**config.mk**
```make
export PLATFORM = sky130hd
export DESIGN_NAME = i2c_byte_master
export DESIGN_NICKNAME = d
export VERILOG_FILES = /design/src/rtl/i2c_byte_master.sv
export SDC_FILE = /design/constraint.sdc
export NUM_CORES = 1
export LEC_CHECK = 0
export CAP_MARGIN = 20
export CORE_UTILIZATION = 45
export DETAILED_ROUTE_END_ITERATION = 8
export DONT_BUFFER_PORTS = 1
export GPL_TIMING_DRIVEN = 0
export SYNTH_ARGS = -nofsm -noshare
export SYNTH_HDL_FRONTEND = slang
export SYNTH_SLANG_ARGS = --single-unit
```
**constraint.sdc**
```tcl
create_clock -name clk -period 6.5 [get_ports clk]
set_input_delay 1.3 -clock clk [delete_from_list [all_inputs] [get_ports clk]]
set_output_delay 1.3 -clock clk [all_outputs]
set_load 0.02 [all_outputs]
```
**src/rtl/i2c_byte_master.sv**
```systemverilog
module i2c_byte_master #(
  parameter int CW      = 8,
  parameter int PER_RST = 10
) (
  input  logic          clk,
  input  logic          rst_n,
  input  logic          ctl_set_we,
  input  logic          ctl_clr_we,
  input  logic [7:0]    ctl_wdata,
  input  logic          dat_we,
  input  logic [7:0]    dat_wdata,
  input  logic          hi_we,
  input  logic          lo_we,
  input  logic [CW-1:0] per_wdata,
  output logic [7:0]    ctl_q,
  output logic [7:0]    dat_q,
  output logic [7:0]    stat_q,
  output logic          irq,
  input  logic          scl_in,
  input  logic          sda_in,
  output logic          scl_oe,
  output logic          sda_oe
);
  localparam logic [CW-1:0] PER0 = CW'(PER_RST);

  typedef enum logic [2:0] {S_IDLE, S_START, S_HOLD, S_BIT, S_STOP} st_t;
  st_t st;

  logic en, sta, sto, si, aa, own, busy, rxm, addr_nx, addr_ph;
  logic sda_d, scl_d, scl_r, sda_r;
  logic [1:0]    ph;
  logic [3:0]    bitn;
  logic [7:0]    sh, dat, code;
  logic [CW-1:0] tmr, hi_per, lo_per;

  wire sends = addr_ph | ~rxm;
  wire tdlo  = ({1'b0, tmr} + 1'b1) >= {1'b0, lo_per};
  wire tdhi  = ({1'b0, tmr} + 1'b1) >= {1'b0, hi_per};

  function automatic logic drv(input logic snd, input logic [3:0] n, input logic b, input logic a);
    return (n < 4'd8) ? (snd & ~b) : (snd ? 1'b0 : a);
  endfunction

  assign ctl_q  = {1'b0, en, sta, sto, si, aa, 2'b00};
  assign dat_q  = dat;
  assign stat_q = si ? code : 8'hF8;
  assign irq    = si;
  assign scl_oe = scl_r;
  assign sda_oe = sda_r;

  always_ff @(posedge clk or negedge rst_n) begin
    if (!rst_n) begin
      st <= S_IDLE; ph <= '0; bitn <= '0; sh <= '0; dat <= '0; code <= 8'hF8;
      tmr <= '0; hi_per <= PER0; lo_per <= PER0;
      en <= 1'b0; sta <= 1'b0; sto <= 1'b0; si <= 1'b0; aa <= 1'b0;
      own <= 1'b0; busy <= 1'b0; rxm <= 1'b0; addr_nx <= 1'b0; addr_ph <= 1'b0;
      sda_d <= 1'b1; scl_d <= 1'b1; scl_r <= 1'b0; sda_r <= 1'b0;
    end else begin
      sda_d <= sda_in;
      scl_d <= scl_in;
      if (scl_d && scl_in && sda_d && !sda_in)      busy <= 1'b1;
      else if (scl_d && scl_in && !sda_d && sda_in) busy <= 1'b0;

      if (ctl_set_we) begin
        en  <= en  | ctl_wdata[6];
        sta <= sta | ctl_wdata[5];
        sto <= sto | ctl_wdata[4];
        aa  <= aa  | ctl_wdata[2];
      end
      if (ctl_clr_we) begin
        if (ctl_wdata[6]) en  <= 1'b0;
        if (ctl_wdata[5]) sta <= 1'b0;
        if (ctl_wdata[4]) sto <= 1'b0;
        if (ctl_wdata[3]) si  <= 1'b0;
        if (ctl_wdata[2]) aa  <= 1'b0;
      end
      if (dat_we) dat <= dat_wdata;
      if (hi_we)  hi_per <= per_wdata;
      if (lo_we)  lo_per <= per_wdata;

      tmr <= tmr + 1'b1;
      case (st)
        S_IDLE: begin
          scl_r <= 1'b0;
          sda_r <= 1'b0;
          if (sto) sto <= 1'b0;
          else if (sta && !busy && !si) begin
            st <= S_START; ph <= 2'd1; tmr <= '0;
          end
        end
        S_START: case (ph)
          2'd0: if (tdlo) begin scl_r <= 1'b0; ph <= 2'd1; tmr <= '0; end
          2'd1: if (tdhi) begin sda_r <= 1'b1; ph <= 2'd2; tmr <= '0; end
          2'd2: if (tdhi) begin scl_r <= 1'b1; ph <= 2'd3; tmr <= '0; end
          default: if (tdlo) begin
            si <= 1'b1; code <= own ? 8'h10 : 8'h08;
            own <= 1'b1; sta <= 1'b0; addr_nx <= 1'b1; st <= S_HOLD;
          end
        endcase
        S_HOLD: begin
          scl_r <= 1'b1;
          if (!si) begin
            tmr <= '0; ph <= 2'd0;
            if (sto) begin
              st <= S_STOP; sda_r <= 1'b1;
            end else if (sta) begin
              st <= S_START; sda_r <= 1'b0;
            end else begin
              st <= S_BIT; bitn <= '0; sh <= dat;
              if (addr_nx) begin
                rxm <= dat[0]; addr_ph <= 1'b1; addr_nx <= 1'b0; sda_r <= ~dat[7];
              end else begin
                addr_ph <= 1'b0; sda_r <= rxm ? 1'b0 : ~dat[7];
              end
            end
          end
        end
        S_BIT: begin
          if (ph == 2'd0) begin
            if (tdlo) begin scl_r <= 1'b0; ph <= 2'd1; tmr <= '0; end
          end else if (tdhi) begin
            if (bitn != 4'd8) begin
              if (sends && sh[7] && !sda_in) begin
                st <= S_IDLE; own <= 1'b0; si <= 1'b1; code <= 8'h38;
                scl_r <= 1'b0; sda_r <= 1'b0;
              end else begin
                sh <= {sh[6:0], sda_in}; bitn <= bitn + 1'b1;
                ph <= 2'd0; tmr <= '0; scl_r <= 1'b1;
                sda_r <= drv(sends, bitn + 1'b1, sh[6], aa);
              end
            end else begin
              scl_r <= 1'b1; si <= 1'b1; st <= S_HOLD;
              if (addr_ph) code <= rxm ? (sda_in ? 8'h48 : 8'h40) : (sda_in ? 8'h20 : 8'h18);
              else         code <= rxm ? (aa ? 8'h50 : 8'h58) : (sda_in ? 8'h30 : 8'h28);
              if (rxm && !addr_ph) dat <= sh;
            end
          end
        end
        default: case (ph)
          2'd0: if (tdlo) begin scl_r <= 1'b0; ph <= 2'd1; tmr <= '0; end
          2'd1: if (tdhi) begin sda_r <= 1'b0; ph <= 2'd2; tmr <= '0; end
          default: if (tdhi) begin st <= S_IDLE; own <= 1'b0; sto <= 1'b0; end
        endcase
      endcase

      if (!en) begin
        st <= S_IDLE; scl_r <= 1'b0; sda_r <= 1'b0; own <= 1'b0;
      end
    end
  end


  dis_quiet_chk: assert property (@(posedge clk) disable iff (!rst_n)
    !en |=> (!scl_oe && !sda_oe));


  hold_low_chk: assert property (@(posedge clk) disable iff (!rst_n)
    (irq && own) |-> scl_oe);


  code_align_chk: assert property (@(posedge clk) disable iff (!rst_n)
    $rose(irq) |-> (stat_q[2:0] == 3'b000));


  sda_steady_chk: assert property (@(posedge clk) disable iff (!rst_n)
    (st == S_BIT && $past(st) == S_BIT && !scl_oe && !$past(scl_oe)) |-> $stable(sda_oe));


  lost_free_chk: assert property (@(posedge clk) disable iff (!rst_n)
    ($rose(irq) && stat_q == 8'h38) |-> (!scl_oe && !sda_oe && !own));
endmodule

```
* Word-level counts from Yosys, hierarchy flattened
Index checks and enable logic that the tools add are counted.
** Storage, ports and cells
- Register bits :: 71
- Bits of input ports :: 33
- Output and inout bits :: 27
- Word-level logic and storage cells :: 272
** Operators by class
- $add $sub $neg :: 3
- Magnitude comparators :: 3
- Equal/unequal tests :: 46
- Muxes and demuxes :: 148
- Bitwise logic cells :: 12
- Reductions and logical operators :: 37
** Operator list (count)
- 2-to-1 mux 8 bit :: 29
- one-hot mux 8 bit (2 select lines) :: 4
- 2-to-1 mux 1 bit :: 63
- != test 3 bit, second input constant :: 16
- 2-to-1 mux 3 bit :: 13
- 2-to-1 mux 4 bit :: 9
- one-hot mux 8 bit (4 select lines) :: 1
- != test 2 bit, second input constant :: 12
- 2-to-1 mux 2 bit :: 11
- 2-to-1 mux 7 bit :: 3
- >= comparator 9 x 8 -> 1 bit :: 2
- AND reduction 9 bit :: 2
- != test 4 bit, second input constant :: 4
- AND reduction 8 bit :: 2
- one-hot mux 3 bit (4 select lines) :: 1
- AND reduction 6 bit :: 2
- logical AND 1 bit :: 10
- 2-to-1 mux 5 bit :: 2
- != test 5 x 1 -> 1 bit, second input constant :: 2
- AND reduction 10 bit :: 1
- adder 8 x 1 -> 9 bit, second input constant :: 1
- adder 8 x 1 -> 8 bit, second input constant :: 1
- != test 4 x 3 -> 1 bit, second input constant :: 2
- one-hot mux 1 bit (2 select lines) :: 4
- 30 further kinds :: 52

* Depth between registers and ports, before layout
- Word-level depth :: 10
- Depth in mapped cells :: 14
- Depth with buffers taken out :: 12

* Worst setup path after synthesis
OpenSTA, ideal clock, no wires.
- Kind :: flip-flop to flip-flop
- Start point :: reg tmr[0]
- End point :: reg st[0]
- Setup time :: 122 ps
- Arrival :: 2752 ps
- Required time :: 6378 ps
- Slack :: 3627 ps
- Cell stages (with the launch flop) :: 13
- Path buffers :: 0
- Period minus slack after synthesis :: 2873 ps
- Cell sequence :: dfrtp_1 ha_1 and4_4 nand2_1 xor2_1 inv_1 ha_1 and3_1 nand3_1 o211a_4 a2111oi_4 o221ai_2 a32o_1
** Between the ends
- Cells in the longest elaborated chain, start to end :: 4
- Elaborated cells on any way between the ends :: 7
- Classes of those cells :: add/sub: 1; order compare: 2; eq/ne: 3; reduce/logical: 1
** Ends and longest elaborated chain
- start, declared :: RTL line 34 : logic [CW-1:0] tmr, hi_per, lo_per;
- start signal, assigned :: RTL line 81 : tmr <= tmr + 1'b1;
- adder 8 x 1 -> 9 bit * :: RTL line 37, 38
- >= comparator 9 x 8 -> 1 bit (on tied branches) :: RTL line 38, 37
- != test 5 x 1 -> 1 bit (no line) or != test 3 bit (tied branches)
- AND reduction 10 bit (no line) *
- end signal, assigned :: RTL line 53 : st <= S_IDLE; ph <= '0; bitn <= '0; sh <= '0; dat <= '0; code <= 8'hF8;
- end signal, assigned :: RTL line 88 : st <= S_START; ph <= 2'd1; tmr <= '0;
- end signal, assigned :: RTL line 97 : own <= 1'b1; sta <= 1'b0; addr_nx <= 1'b1; st <= S_HOLD;
- end, declared :: RTL line 27 : st_t st;
Mark *: on every way between the ends. The rest lies on a longest branch, timed or not.
A chain may end at the register's enable or synchronous reset.

* Worst setup path in the final report
- Start point :: reg tmr[0]
- End point :: reg code[5]
** Between the ends
- Cells in the longest elaborated chain, start to end :: 4
- Elaborated cells on any way between the ends :: 6
- Classes of those cells :: add/sub: 1; order compare: 2; eq/ne: 2; reduce/logical: 1
** Ends and longest elaborated chain
- adder 8 x 1 -> 9 bit * :: RTL line 37, 38
- >= comparator 9 x 8 -> 1 bit (on tied branches) :: RTL line 38, 37
- != test 2 bit (no line)
- AND reduction 6 bit (no line) *
- end signal, assigned :: RTL line 133 : if (addr_ph) code <= rxm ? (sda_in ? 8'h48 : 8'h40) : (sda_in ? 8'h20 : 8'h18);
- end signal, assigned :: RTL line 134 : else code <= rxm ? (aa ? 8'h50 : 8'h58) : (sda_in ? 8'h30 : 8'h28);
- end, declared :: RTL line 33 : logic [7:0] sh, dat, code;
Marked as above.

==> flow_summary_export.csv <==
group,metric,value,unit
die,die-area,9720,um^2
logic_synthesis,netlist.area_leader.share,0.340,
die,fp.dieW,98.6,um
logic_synthesis,synthFlopType,"dfrtp_1",
die,core_area,8890,um^2
critical_path,r2r-start,"tmr[0]$_DFF_PN0_",
sta,setup-violations-final,0,
global_route,grtUsageMet2,0.336,
logic_synthesis,avgSynthCellArea,9.21,um^2
logic_synthesis,ys_async_sr_fraction,1.00,
logic_synthesis,ys_types,65,
sta,max_slew_margin,0.406,
logic_synthesis,syn-cell-area,4200,um^2
clocking,cts_tree,"yes",
critical_path,reg2reg_depth,12,
die,row_count,34,
global_route,grtUsageMet1,0.295,
detailed_routing,wl_per_cell,16.4,um
placed_design,dp_slack,3.05,ns
clocking,cts_hold_buffers,0,
logic_synthesis,synthTopCellsByCount,"57 x dfrtp_1, 53 x nand2_1, 51 x o21ai_0",
sta,hold_violations,0,
logic_synthesis,seq_area_frac_synth,0.408,
final_layout,final_area,4570,um^2
final_layout,drive_gt1_frac,0.151,
final_layout,areaGrowthSynthToFinish,8.88,%
global_route,grtUsageMet3,0.0369,
final_layout,fin_nets,531,
hold_path,hold_class,"flip-flop to flip-flop",
clocking,post_cts_buffers,0,
critical_path,reg2reg_slack,3.07,ns
final_layout,num_antenna_cells,0,
critical_path,reg2reg_to,"code[5]$_DFFE_PN1P_",
critical_path,worst-setup-path-type,"flip-flop to flip-flop",
logic_synthesis,yosysWarnings,0,
logic_synthesis,synth_most_common_cell,"dfrtp_1",
placed_design,port-buffer-count,0,
sta,tns,0,ns
sta,fin_crit,3.43,ns
placed_design,dp.cells,569,
critical_path,slowest_stage,"o211ai_1",
logic_synthesis,synth_edf_count,0,
placed_design,place_area,4350,um^2
power_and_ir_drop,ir_worst_vdd,0.000122,V
critical_path,worst-path-max-fanout,9,
logic_synthesis,synth_area_leaders,"dfrtp_1 34%, ha_1 7.7%, dfstp_2 6.9%",
detailed_routing,wirelength,9600,um
critical_path,worstPathRequired,6.79,ns
die,start_util,0.472,
clocking,clockBufferDepth,2,
sta,hold_slack,0.506,ns
detailed_routing,drc,0,
detailed_routing,drtPass1Iterations,5,
clocking,cts.clk_slew.worst_paths,0.08,ns
sta,timing.final.ws_setup,3.07,ns
placed_design,place_congestion,0.890,
detailed_routing,viasPerCell,5.66,
logic_synthesis,synth_top_area_cell,"dfrtp_1",
run,drv_cap,0,
sta,min_period_over_period,0.527,
power_and_ir_drop,p_leak,2.08,nW
die,ios,60,
global_route,grt_max_degree,69,
logic_synthesis,ys_seq_elements,68,
clocking,clockRootBuffer,"clkbuf_8",
sta,fin_skew,0.0153,ns
global_route,grt_pass1_wl,16500,um
die,dieHeight,98.6,um
final_layout,utilization,0.514,
hold_path,whs_path_depth,1,
critical_path,arrival,3.71,ns
sta,tightest_slew,0.887,ns
final_layout,instances_no_fill,585,
clocking,clk_latency,0.36,ns
critical_path,cpPeakStageDelay,0.71,ns
hold_path,worstHoldEndpoint,"code[7]$_DFFE_PN1P_",
sta,fmax,292,MHz
clocking,cts_inserted_buffers,9,
hold_path,worstHoldStart,"code[7]$_DFFE_PN1P_",
global_route,busiest_layer,"met2",
sta,rsz0062_at_grt,"no",
logic_synthesis,syn_inst,456,
final_layout,fillers,833,
global_route,antenna_found_initial,0,
critical_path,crit_chain,"ha_1 > and4_4 > nand2_1 > xor2_1 > inv_1 > ha_1 > and3_1 > nand3_1 > o211ai_1 > nand3_1 > nand2_1 > mux2_2",
global_route,gr-total-overflow,0,
detailed_routing,ant_nets,0,
global_route,grt_pass1_vias,3310,
detailed_routing,num_vias,3313,
placed_design,hpwl,7000,um
critical_path,cp-start-kind,"flip-flop",
sta,slew_violations,0,
final_layout,seq_area,1720,um^2
run_status,status,"finished, final reports clean",
global_route,grt_usage,0.215,
power_and_ir_drop,power_density,294,nW/um^2
detailed_routing,drtIter0Drc,164,
clocking,numClockSinks,68,
final_layout,multi_input_area,2220,um^2
clocking,htree_levels,3,
power_and_ir_drop,total_power,1.35,mW
critical_path,critPathCaptureType,"flip-flop",
clocking,ctsResizeCount,0,
[worst max-delay path, delay by kind of cell, from the launching register on]
family,cells,cell delay (ns)
AND/OR/NAND/NOR,6,1.01
multiplexers,1,0.36
XOR/XNOR,1,0.18
flip-flops,1,0.45
buffers and inverters,1,0.09
adder cells (fa/ha/maj),2,0.56
AO/OA/AOI/OAI,1,0.71
[registers in the layout, summed over array words and instances (netlist names), 2 cells and up, named ones only]
name and cells:
hi_per 8, sh 8, bitn 4, st 3
lo_per 8, tmr 8, code 5, ph 2
dat_q 8
[layer usage]
metal	routed length (um)	part of all wire
met5	0	0
met4	206	0.021
met3	476	0.050
met2	4350	0.45
met1	4570	0.48
[cells by family after synthesis]
group                    after synthesis  synth area share
AND/OR/NAND/NOR                      142             0.168
AO/OA/AOI/OAI                        125             0.198
flip-flops                            68             0.408
buffers and inverters                 61            0.0682
adder cells (fa/ha/maj)               26            0.0774
multiplexers                          26            0.0643
XOR/XNOR                               7            0.0146
other                                  1          0.000893
[area by class of cell]
class | count | share of cell area
Buffer | 26 | 0.0339
Clock buffer | 12 | 0.0317
Clock inverter | 4 | 0.0161
Inverter | 35 | 0.0287
Multi-Input combinational cell | 332 | 0.485
Sequential cell | 68 | 0.375
Tap cell | 108 | 0.0295
[how the worst max path moves through the flow]
stage | startpoint | end | cells past startpoint
2_1_floorplan | tmr[0]$_DFF_PN0_ | st[0]$_DFFE_PN0P_ | 12
3_3_place_gp | tmr[0]$_DFF_PN0_ | code[3]$_DFFE_PN1P_ | 12
3_5_place_dp | tmr[0]$_DFF_PN0_ | code[6]$_DFFE_PN1P_ | 12
4_1_cts | tmr[0]$_DFF_PN0_ | code[3]$_DFFE_PN1P_ | 12
5_1_grt | tmr[0]$_DFF_PN0_ | code[5]$_DFFE_PN1P_ | 12
6_report | tmr[0]$_DFF_PN0_ | code[5]$_DFFE_PN1P_ | 12
[power breakdown]
group	switching (mW)	total (mW)	internal [mW]
clock network	0.173	0.400	0.227
registers	0.0680	0.550	0.482
logic	0.229	0.397	0.168
total	0.469	1.35	0.877
[layout by cell type, fill, tap and decap left out, types with 12 or more instances in the layout]
master / instances
nand2b_1: 12
a21oi_1: 24
nand2_1: 53
nand3_1: 16
o21ai_0: 51
inv_1: 33
dfrtp_1: 57
ha_1: 26
nor2_1: 25
mux2i_1: 18
(Power assumes the default switching activity.)
